===== src/rtl/ecc_page_pkg.sv =====
package ecc_page_pkg;

  localparam int STATUS_W = 8;
  localparam int VALID_POS = 6;

  function automatic logic [STATUS_W-1:0] status_byte(input logic ok);
    logic [STATUS_W-1:0] s;
    s = '0;
    s[VALID_POS] = ok;
    return s;
  endfunction

endpackage


===== src/rtl/ecc_beat_stage.sv =====
module ecc_beat_stage #(
  parameter int DATA_W     = 32,
  parameter int BEAT_IDX_W = 7,
  parameter int SUB_W      = 2,
  localparam int LOC_W     = $clog2(DATA_W),
  localparam int HALF_W    = LOC_W + BEAT_IDX_W
) (
  input  logic                  clk,
  input  logic                  rst,
  input  logic                  clear,
  input  logic                  fwd,
  input  logic                  use_data,
  input  logic                  close,
  input  logic                  last,
  input  logic [SUB_W-1:0]      sub,
  input  logic [BEAT_IDX_W-1:0] beat_idx,
  input  logic [DATA_W-1:0]     data,
  output logic                  s_valid,
  output logic                  s_close,
  output logic                  s_last,
  output logic [SUB_W-1:0]      s_sub,
  output logic [HALF_W-1:0]     s_odd,
  output logic [HALF_W-1:0]     s_even
);

  logic [HALF_W-1:0] odd_c, even_c;
  logic              word_par;

  assign word_par = ^data;

  // Low position bits come from the bit's place inside the beat,
  // high position bits come from the beat index inside the sub-block.
  for (genvar k = 0; k < HALF_W; k++) begin : g_bit
    if (k < LOC_W) begin : g_local
      always_comb begin
        odd_c[k]  = 1'b0;
        even_c[k] = 1'b0;
        for (int i = 0; i < DATA_W; i++) begin
          if (((i >> k) & 1) == 1) odd_c[k] = odd_c[k] ^ data[i];
          else                     even_c[k] = even_c[k] ^ data[i];
        end
      end
    end else begin : g_line
      assign odd_c[k]  = beat_idx[k-LOC_W] ? word_par : 1'b0;
      assign even_c[k] = beat_idx[k-LOC_W] ? 1'b0 : word_par;
    end
  end

  always_ff @(posedge clk) begin
    if (rst || clear) begin
      s_valid <= 1'b0;
      s_close <= 1'b0;
      s_last  <= 1'b0;
      s_sub   <= '0;
      s_odd   <= '0;
      s_even  <= '0;
    end else begin
      s_valid <= fwd;
      s_close <= use_data && close;
      s_last  <= fwd && last;
      s_sub   <= sub;
      s_odd   <= use_data ? odd_c : '0;
      s_even  <= use_data ? even_c : '0;
    end
  end

endmodule


===== src/rtl/ecc_accum.sv =====
module ecc_accum #(
  parameter int HALF_W = 12,
  parameter int SUB_W  = 2
) (
  input  logic                clk,
  input  logic                rst,
  input  logic                clear,
  input  logic                s_valid,
  input  logic                s_close,
  input  logic [SUB_W-1:0]    s_sub,
  input  logic [HALF_W-1:0]   s_odd,
  input  logic [HALF_W-1:0]   s_even,
  output logic                wr_en,
  output logic [SUB_W-1:0]    wr_idx,
  output logic [2*HALF_W-1:0] wr_code
);

  logic [HALF_W-1:0] acc_odd, acc_even;
  logic [HALF_W-1:0] nxt_odd, nxt_even;

  assign nxt_odd  = acc_odd ^ s_odd;
  assign nxt_even = acc_even ^ s_even;
  assign wr_en    = s_valid && s_close && !clear;
  assign wr_idx   = s_sub;
  assign wr_code  = {nxt_even, nxt_odd};

  always_ff @(posedge clk) begin
    if (rst || clear) begin
      acc_odd  <= '0;
      acc_even <= '0;
    end else if (s_valid) begin
      if (s_close) begin
        acc_odd  <= '0;
        acc_even <= '0;
      end else begin
        acc_odd  <= nxt_odd;
        acc_even <= nxt_even;
      end
    end
  end

endmodule


===== src/rtl/ecc_result_bank.sv =====
module ecc_result_bank
  import ecc_page_pkg::*;
#(
  parameter int NUM_SUB = 4,
  parameter int CODE_W  = 24,
  localparam int SUB_W  = $clog2(NUM_SUB),
  localparam int WORD_W = CODE_W + STATUS_W
) (
  input  logic              clk,
  input  logic              rst,
  input  logic              clear,
  input  logic              wr_en,
  input  logic [SUB_W-1:0]  wr_idx,
  input  logic [CODE_W-1:0] wr_code,
  input  logic [SUB_W-1:0]  rd_addr,
  output logic [WORD_W-1:0] rd_data
);

  logic [CODE_W-1:0]  mem [NUM_SUB];
  logic [NUM_SUB-1:0] vld;

  // Code storage has no reset so it can map onto RAM.
  always_ff @(posedge clk) begin
    if (wr_en) mem[wr_idx] <= wr_code;
  end

  always_ff @(posedge clk) begin
    if (rst || clear) vld <= '0;
    else if (wr_en)   vld[wr_idx] <= 1'b1;
  end

  always_ff @(posedge clk) begin
    if (rst)               rd_data <= '0;
    else if (vld[rd_addr]) rd_data <= {status_byte(1'b1), mem[rd_addr]};
    else                   rd_data <= '0;
  end

endmodule


===== src/rtl/ecc_page_gen.sv =====
module ecc_page_gen #(
  parameter int DATA_W    = 32,
  parameter int SUB_BYTES = 512,
  parameter int NUM_SUB   = 4
) (
  input  logic                       clk,
  input  logic                       rst,
  input  logic                       start,
  input  logic                       in_valid,
  input  logic [DATA_W-1:0]          in_data,
  input  logic                       in_last,
  input  logic [$clog2(NUM_SUB)-1:0] rd_addr,
  output logic [31:0]                rd_data,
  output logic                       busy,
  output logic                       oversize
);

  localparam int BEAT_BYTES    = DATA_W / 8;
  localparam int BEATS_PER_SUB = SUB_BYTES / BEAT_BYTES;
  localparam int BEAT_IDX_W    = $clog2(BEATS_PER_SUB);
  localparam int LOC_W         = $clog2(DATA_W);
  localparam int HALF_W        = LOC_W + BEAT_IDX_W;
  localparam int CODE_W        = 2 * HALF_W;
  localparam int SUB_W         = $clog2(NUM_SUB);
  localparam int CNT_W         = $clog2(NUM_SUB + 1);

  logic                  armed;
  logic [CNT_W-1:0]      sub_idx;
  logic [BEAT_IDX_W-1:0] beat_idx;
  logic                  accept, drop, use_data, close;

  logic                  s_valid, s_close, s_last;
  logic [SUB_W-1:0]      s_sub;
  logic [HALF_W-1:0]     s_odd, s_even;
  logic                  wr_en;
  logic [SUB_W-1:0]      wr_idx;
  logic [CODE_W-1:0]     wr_code;

  assign accept   = in_valid && armed && !start;
  assign drop     = (sub_idx == CNT_W'(NUM_SUB));
  assign use_data = accept && !drop;
  assign close    = (beat_idx == BEAT_IDX_W'(BEATS_PER_SUB - 1)) || in_last;

  always_ff @(posedge clk) begin
    if (rst) begin
      armed    <= 1'b0;
      sub_idx  <= '0;
      beat_idx <= '0;
      oversize <= 1'b0;
      busy     <= 1'b0;
    end else if (start) begin
      armed    <= 1'b1;
      sub_idx  <= '0;
      beat_idx <= '0;
      oversize <= 1'b0;
      busy     <= 1'b1;
    end else begin
      if (accept && in_last) armed <= 1'b0;
      if (accept && drop)    oversize <= 1'b1;
      if (use_data) begin
        if (close) begin
          beat_idx <= '0;
          sub_idx  <= sub_idx + 1'b1;
        end else begin
          beat_idx <= beat_idx + 1'b1;
        end
      end
      if (s_valid && s_last) busy <= 1'b0;
    end
  end

  ecc_beat_stage #(
    .DATA_W    (DATA_W),
    .BEAT_IDX_W(BEAT_IDX_W),
    .SUB_W     (SUB_W)
  ) u_beat (
    .clk     (clk),
    .rst     (rst),
    .clear   (start),
    .fwd     (accept),
    .use_data(use_data),
    .close   (close),
    .last    (in_last),
    .sub     (sub_idx[SUB_W-1:0]),
    .beat_idx(beat_idx),
    .data    (in_data),
    .s_valid (s_valid),
    .s_close (s_close),
    .s_last  (s_last),
    .s_sub   (s_sub),
    .s_odd   (s_odd),
    .s_even  (s_even)
  );

  ecc_accum #(
    .HALF_W(HALF_W),
    .SUB_W (SUB_W)
  ) u_acc (
    .clk    (clk),
    .rst    (rst),
    .clear  (start),
    .s_valid(s_valid),
    .s_close(s_close),
    .s_sub  (s_sub),
    .s_odd  (s_odd),
    .s_even (s_even),
    .wr_en  (wr_en),
    .wr_idx (wr_idx),
    .wr_code(wr_code)
  );

  ecc_result_bank #(
    .NUM_SUB(NUM_SUB),
    .CODE_W (CODE_W)
  ) u_bank (
    .clk    (clk),
    .rst    (rst),
    .clear  (start),
    .wr_en  (wr_en),
    .wr_idx (wr_idx),
    .wr_code(wr_code),
    .rd_addr(rd_addr),
    .rd_data(rd_data)
  );

endmodule


===== config.mk =====
export PLATFORM = sky130hd
export DESIGN_NAME = ecc_page_gen
export DESIGN_NICKNAME = d
export VERILOG_FILES = /design/src/rtl/ecc_page_pkg.sv /design/src/rtl/ecc_beat_stage.sv /design/src/rtl/ecc_accum.sv /design/src/rtl/ecc_result_bank.sv /design/src/rtl/ecc_page_gen.sv
export SDC_FILE = /design/constraint.sdc
export NUM_CORES = 1
export LEC_CHECK = 0
export ABC_AREA = 1
export BUFFER_PORTS_ARGS = -buffer_cell sky130_fd_sc_hd__buf_2
export CAP_MARGIN = 20
export CELL_PAD_IN_SITES_DETAIL_PLACEMENT = 1
export CELL_PAD_IN_SITES_GLOBAL_PLACEMENT = 1
export CORE_ASPECT_RATIO = 0.8
export CORE_UTILIZATION = 33
export CTS_CLUSTER_SIZE = 12
export DETAILED_ROUTE_END_ITERATION = 6
export PLACE_DENSITY_LB_ADDON = 0.15
export SYNTH_ARGS = -nofsm -noshare
export SYNTH_HDL_FRONTEND = slang
export SYNTH_SLANG_ARGS = --single-unit

===== constraint.sdc =====
create_clock -name clk -period 8.6 [get_ports clk]
set_clock_uncertainty 0.1 [all_clocks]
set_input_delay 2.58 -clock clk [delete_from_list [all_inputs] [get_ports clk]]
set_output_delay 2.58 -clock clk [all_outputs]
set_load 0.01 [all_outputs]

==> results of run 1 <==
==> cell families after synthesis <==
group	share of synthesized area, %
DFF	57.8
adders and majority gates	0.454
and+or+nand+nor	21.4
xor gates and xnor gates	7.62
buffers and inverters	5.20
other	0.0453
AOI/OAI and AO/OA	7.50
==> flip-flops by register name, summed over array words and instances (netlist names), 2 cells and up <==
name	count
u_beat.s_even	12
u_bank.mem	96
u_beat.s_odd	12
u_beat.s_sub	2
u_bank.vld	4
beat_idx	7
u_acc.acc_even	12
u_bank.rd_data	25
sub_idx	3
u_acc.acc_odd	12
==> worst register-to-register path, delay by kind of cell, from the launching register on <==
family	cells	cell delay, ns
compound gates	2	0.32
fa+ha+maj	1	0.19
buf+inv	3	0.30
flops	1	0.38
simple gates	3	0.77
==> layout make-up <==
type                       count  area, sq um  share of cell area (%)
clock inverter                15          196                    2.06
clock buffer                  17          425                    4.47
inverter                      63          236                    2.48
multi-input combinational    621         3100                    32.6
sequential                   191         4780                    50.2
tap                          318          398                    4.18
timing repair buffer          72          378                    3.97
==> placed cells by master, fill, tap and decap left out, drive strengths merged <==
cell type,instances
nor3,4
nand3,29
a31oi,2
conb,7
ha,3
xor2,40
nand3b,1
xnor2,32
a211oi,2
nand4,2
nand2,219
o211ai,1
inv,68
bufinv,3
a21oi,60
nor2,162
edfxtp,96
clkbuf,17
buf,72
dfxtp,95
clkinvlp,1
o21ai,57
clkinv,6
==> metrics by stage <==
| step | area (sq um) | util (%) | hold slack (ns) |
|---|---|---|---|
| 2_1_floorplan | 8300 | - | 0.303 |
| 3_5_place_dp | 8900 | 36.3 | 0.329 |
| 5_1_grt | 9520 | 38.9 | 0.378 |
| 3_3_place_gp | 8900 | 36.3 | 0.332 |
| 6_report | 9520 | 38.9 | 0.346 |
| 4_1_cts | 9520 | 38.9 | 0.349 |
==> path summary, 6_finish.rpt <==
| path | startpoint | to | slack, ns |
|---|---|---|---|
| worst min register to register | u_beat.s_last$_SDFF_PP0_ | busy$_SDFFE_PP0P_ | 0.35 |
| worst max-delay path | rd_addr[0] | u_bank.rd_data[12]$_SDFF_PP0_ | 4.23 |
| worst max register to register | sub_idx[0]$_SDFFE_PP0P_ | u_beat.s_odd[3]$_SDFF_PP0_ | 6.46 |
| worst min-delay path | u_beat.s_last$_SDFF_PP0_ | busy$_SDFFE_PP0P_ | 0.35 |
==> routing by layer <==
metal | GRT usage [%] | vias up | routed length [microns]
met1 | 22.2 | 2745 | 10000
met5 | 0 | - | 0
li1 | - | 3020 | -
met2 | 24.1 | 70 | 8290
met4 | 3.88 | 0 | 136
met3 | 3.04 | 9 | 561
==> power by group <==
group | total (uW) | switching [uW] | internal [uW]
sequential | 956 | 2.67 | 953
combinational | 206 | 139 | 67.1
clock | 829 | 362 | 467
total | 1990 | 504 | 1490
==> flow_metrics.env, run 1 <==
export IMPL_drt_vias_per_instance=4.51
export IMPL_worst_slack_ns=4.23
export IMPL_p_leak_uw=0.00398
export IMPL_min_period_over_period_pct=50.8
export IMPL_crit_path_max_fanout=51
export IMPL_io_pins=73
export IMPL_synthesis_area_sq_um=8280
export IMPL_num_antenna_cells=0
export IMPL_setup_tns_ns=0
export IMPL_cts_buffers=17
export IMPL_yosys_area_top_type="edfxtp_1"
export IMPL_hold_viol_final=0
export IMPL_outcome="finished with violations"
export IMPL_rsz0062_at_grt="false"
export IMPL_drt_initial_drc_count=275
export IMPL_ys_seq_elements=191
export IMPL_hold_depth=1
export IMPL_stdcell_count=1297
export IMPL_postRouteAntennaNets=0
export IMPL_antenna_found_initial=0
export IMPL_synthArstFlopShare_pct=0
export IMPL_criticalPathCategory="in -> reg"
export IMPL_drive_above_1_share_pct=15.3
export IMPL_grt_max_degree=52
export IMPL_worstPathCellList="buf_2, buf_4, inv_2, o21ai_0, a21oi_1, inv_2, a21oi_1"
export IMPL_vias=5844
export IMPL_syn_avg_cell_area_sq_um=9.14
export IMPL_synth_common_cells="nand2_1 (202), nor2_1 (146), edfxtp_1 (96)"
export IMPL_dp_cells=1265
export IMPL_cts_sinks=191
export IMPL_synth_main_ff_cell="edfxtp_1"
export IMPL_rr_worst_depth=9
export IMPL_gr_total_overflow=0
export IMPL_slowest_delay_ns=0.47
export IMPL_fin_crit_ns=4.37
export IMPL_start_util_pct=33.8
export IMPL_grt_pass1_vias=5850
export IMPL_cp_end_kind="flop"
export IMPL_power_uw=1990
export IMPL_cts_root_buf="clkbuf_16"
export IMPL_clk_insertion_delay_late_ns=0.43
export IMPL_h_tree_depth=4
export IMPL_tightest_slew_ns=0.761
export IMPL_min_path_type="reg -> reg"
export IMPL_required_ns=8.79
export IMPL_ir_drop_v=0.000127
export IMPL_port_buffers=65
export IMPL_drv_cap=0
export IMPL_post_cts_resized=0
export IMPL_yosysMostFrequentCell="nand2_1"
export IMPL_ys_seq_area_share_pct=57.8
export IMPL_layout_area_overhead_vs_synth_pct=15.1
export IMPL_syn_inst=905
export IMPL_power_density_nw_per_um2=209
export IMPL_violations="DRC"
export IMPL_rows=51
export IMPL_grt_pass1_wl_microns=30400
export IMPL_cts_hold_fix_buffers=0
export IMPL_critPathLaunchType="input pin"
export IMPL_synthTopCellsByArea="edfxtp_1 (35%), dfxtp_1 (23%), nand2_1 (9.2%)"
export IMPL_crit_family="buffers and inverters"
export IMPL_final_max_slew_viol_count=0
export IMPL_yosysUniqueCellTypes=32
export IMPL_cpMaxStageDelayCell="inv_2"
export IMPL_path_depth=7
export IMPL_dieArea_sq_um=25700
export IMPL_core_area_sq_um=24500
export IMPL_cts_max_path_buffers=2
export IMPL_finalSetupViolCount=0
export IMPL_synth_warnings=0
export IMPL_synth_top_area_share_pct=34.8
export IMPL_cts_tree="built"
export IMPL_die_y_microns=144
export IMPL_post_dp_hpwl_microns=13100
export IMPL_slew_headroom_pct=49.2
export IMPL_post_cts_setup_buffer_count=0
export IMPL_track_usage_pct=15.6
export IMPL_wire_per_inst_microns=14.6
export IMPL_worst_path_buf_inv=4
export IMPL_postRouteWirelength_microns=19000
export IMPL_dr_pass1_iters=7
export IMPL_nets=1008
export IMPL_gp_congestion=0.716
export IMPL_max_freq_mhz=229
export IMPL_die_w_microns=179
export IMPL_worstPathArrival_ns=4.56
export IMPL_preCtsSetupSlack_ns=3.71
export IMPL_cts_clk_slew_worst_paths_ns=0.08
export IMPL_drcViolationCount=14
export IMPL_synth_edf_count=96
export IMPL_fillCellCount=2824
(Power assumes the default switching activity.)
==> inputs of run 2 (changes only) <==
==> constraint.sdc (replaced) <==
create_clock -name clk -period 4.4 [get_ports clk]
set_clock_uncertainty 0.1 [all_clocks]
set_input_delay 1.32 -clock clk [delete_from_list [all_inputs] [get_ports clk]]
set_output_delay 1.32 -clock clk [all_outputs]
set_load 0.01 [all_outputs]
==> run 2 against run 1 <==
Highest routed layer unchanged; critical path type unchanged; non-clock buffer count grew 3; die area is the same; clock power grew 89%; first-iteration DRC count up 6.2%; critical endpoint is now sub_idx[1]$_SDFFE_PP0P_; largest cell class unchanged; total power is 93% higher; critical path depth increased by 2; the flow still finishes with violations (DRC); wire length up 2.1%; sequential power up 96%.
==> flow_metrics.env, run 2 (synthesis gave the netlist of run 1 again) <==
export IMPL_tightest_slew_ns=0.583
export IMPL_grt_pass1_wl_microns=31400
export IMPL_final_common_cell="nand2_1"
export IMPL_final_cell_mix="nand2_1 (202), nor2_1 (146), edfxtp_1 (96)"
export IMPL_crit_path_max_fanout=18
export IMPL_cts_buffers=17
export IMPL_postRouteAntennaNets=0
export IMPL_reg_top3="u_bank.mem: 96 flops, u_bank.rd_data: 25 flops"
export IMPL_hold_start="u_beat.s_last$_SDFF_PP0_"
export IMPL_post_dp_hpwl_microns=13500
export IMPL_min_period_over_period_pct=58.6
export IMPL_max_freq_mhz=388
export IMPL_cts_clk_slew_worst_paths_ns=0.08
export IMPL_min_path_type="reg -> reg"
export IMPL_cts_hold_fix_buffers=0
export IMPL_postRouteWirelength_microns=19400
export IMPL_wire_per_inst_microns=14.9
export IMPL_post_cts_resized=0
export IMPL_gp_congestion=0.723
export IMPL_largest_register="u_bank.mem"
export IMPL_largest_reg_flops=96
export IMPL_rows=51
export IMPL_worstPathArrival_ns=2.80
export IMPL_drcViolationCount=14
export IMPL_hold_viol_final=0
export IMPL_layout_area_overhead_vs_synth_pct=15.3
export IMPL_stdcell_count=1300
export IMPL_power_uw=3840
export IMPL_drt_vias_per_instance=4.51
export IMPL_clk_insertion_delay_late_ns=0.43
export IMPL_cts_sinks=191
export IMPL_preCtsSetupSlack_ns=1.32
export IMPL_drive_above_1_share_pct=15.7
export IMPL_rr_startpoint="sub_idx[0]$_SDFFE_PP0P_"
export IMPL_h_tree_depth=4
export IMPL_io_pins=73
export IMPL_p_leak_uw=0.00399
export IMPL_ir_drop_v=0.000341
export IMPL_finalSetupViolCount=0
export IMPL_start_util_pct=33.8
export IMPL_slew_headroom_pct=61.0
export IMPL_setup_worst_path_start="start"
export IMPL_dp_cells=1268
export IMPL_setup_tns_ns=0
export IMPL_dieArea_sq_um=25700
export IMPL_cts_root_buf="clkbuf_16"
export IMPL_r2r_slack_ns=2.28
export IMPL_die_w_microns=179
export IMPL_violations="DRC"
export IMPL_fin_crit_ns=2.58
export IMPL_die_y_microns=144
export IMPL_rsz0062_at_grt="false"
export IMPL_power_density_nw_per_um2=403
export IMPL_drt_initial_drc_count=292
export IMPL_setup_worst_path_end="sub_idx[1]$_SDFFE_PP0P_"
export IMPL_required_ns=4.62
export IMPL_critPathLaunchType="input pin"
export IMPL_core_area_sq_um=24500
export IMPL_final_max_slew_viol_count=0
export IMPL_cp_end_kind="flop"
export IMPL_vias=5865
export IMPL_antenna_found_initial=0
export IMPL_port_buffers=65
export IMPL_outcome="finished with violations"
export IMPL_drv_cap=0
export IMPL_track_usage_pct=16.1
export IMPL_nets=1011
export IMPL_rr_worst_depth=10
export IMPL_cts_tree="built"
export IMPL_grt_pass1_vias=5905
export IMPL_cts_max_path_buffers=2
export IMPL_num_antenna_cells=0
export IMPL_dr_pass1_iters=6
export IMPL_grt_max_degree=49
export IMPL_post_cts_setup_buffer_count=0
export IMPL_gr_total_overflow=0
export IMPL_reg2reg_to="sub_idx[1]$_SDFFE_PP0P_"
export IMPL_criticalPathCategory="in -> reg"
export IMPL_worst_slack_ns=1.82
-- run 2: changes by cell type in the layout (fill, tap and decap cells not counted), sizes merged --
cell,delta
buf,+3
bufinv,-2
clkinv,+2
clkinvlp,-1
inv,+1
-- run 2: critical path: stages --
cell	delay, ns
buf_2	0.13
inv_2	0.06
nand3_1	0.15
nor2_4	0.35
inv_2	0.15
nor2_2	0.24
inv_1	0.07
nand2_1	0.22
o21ai_0	0.10
-- run 2: final cells by class --
type | count | area (sq um)
fillers | 2895 | 15000
flip-flops and latches | 191 | 4780
multi-input cells | 621 | 3100
clock buffers | 17 | 425
repair buffers | 75 | 400
well taps | 318 | 398
inverters | 63 | 236
clock inverters | 15 | 190
-- run 2: layer usage --
metal	GRT usage [%]	part of all wire [%]
met4	3.70	0.67
met5	0	0
met1	22.7	52
met2	25.5	45
met3	2.78	2.5
-- run 2: stage by stage --
stage | cell area, sq um | hold WS (ns) | utilization, %
after floorplan | 8300 | 0.303 | -
after global placement | 8920 | 0.337 | 36.4
after detailed placement | 8920 | 0.325 | 36.4
after CTS | 9540 | 0.342 | 38.9
after global routing | 9540 | 0.358 | 38.9
final | 9540 | 0.340 | 38.9
-- run 2: worst min path at each step --
| stage | endpoint | slack, ns | depth (start not counted) |
|---|---|---|---|
| 2_1_floorplan | busy$_SDFFE_PP0P_ | 0.30 | 1 |
| 3_5_place_dp | busy$_SDFFE_PP0P_ | 0.32 | 1 |
| 4_1_cts | busy$_SDFFE_PP0P_ | 0.34 | 1 |
| 6_report | busy$_SDFFE_PP0P_ | 0.34 | 1 |
| 3_3_place_gp | busy$_SDFFE_PP0P_ | 0.34 | 1 |
| 5_1_grt | busy$_SDFFE_PP0P_ | 0.36 | 1 |
-- run 2: where the power goes --
part / internal [uW] / switching [uW] / leakage (uW)
combinational: 133 / 274 / 0.00198
clock: 822 / 745 / 0.000299
sequential: 1860 / 5.13 / 0.00172
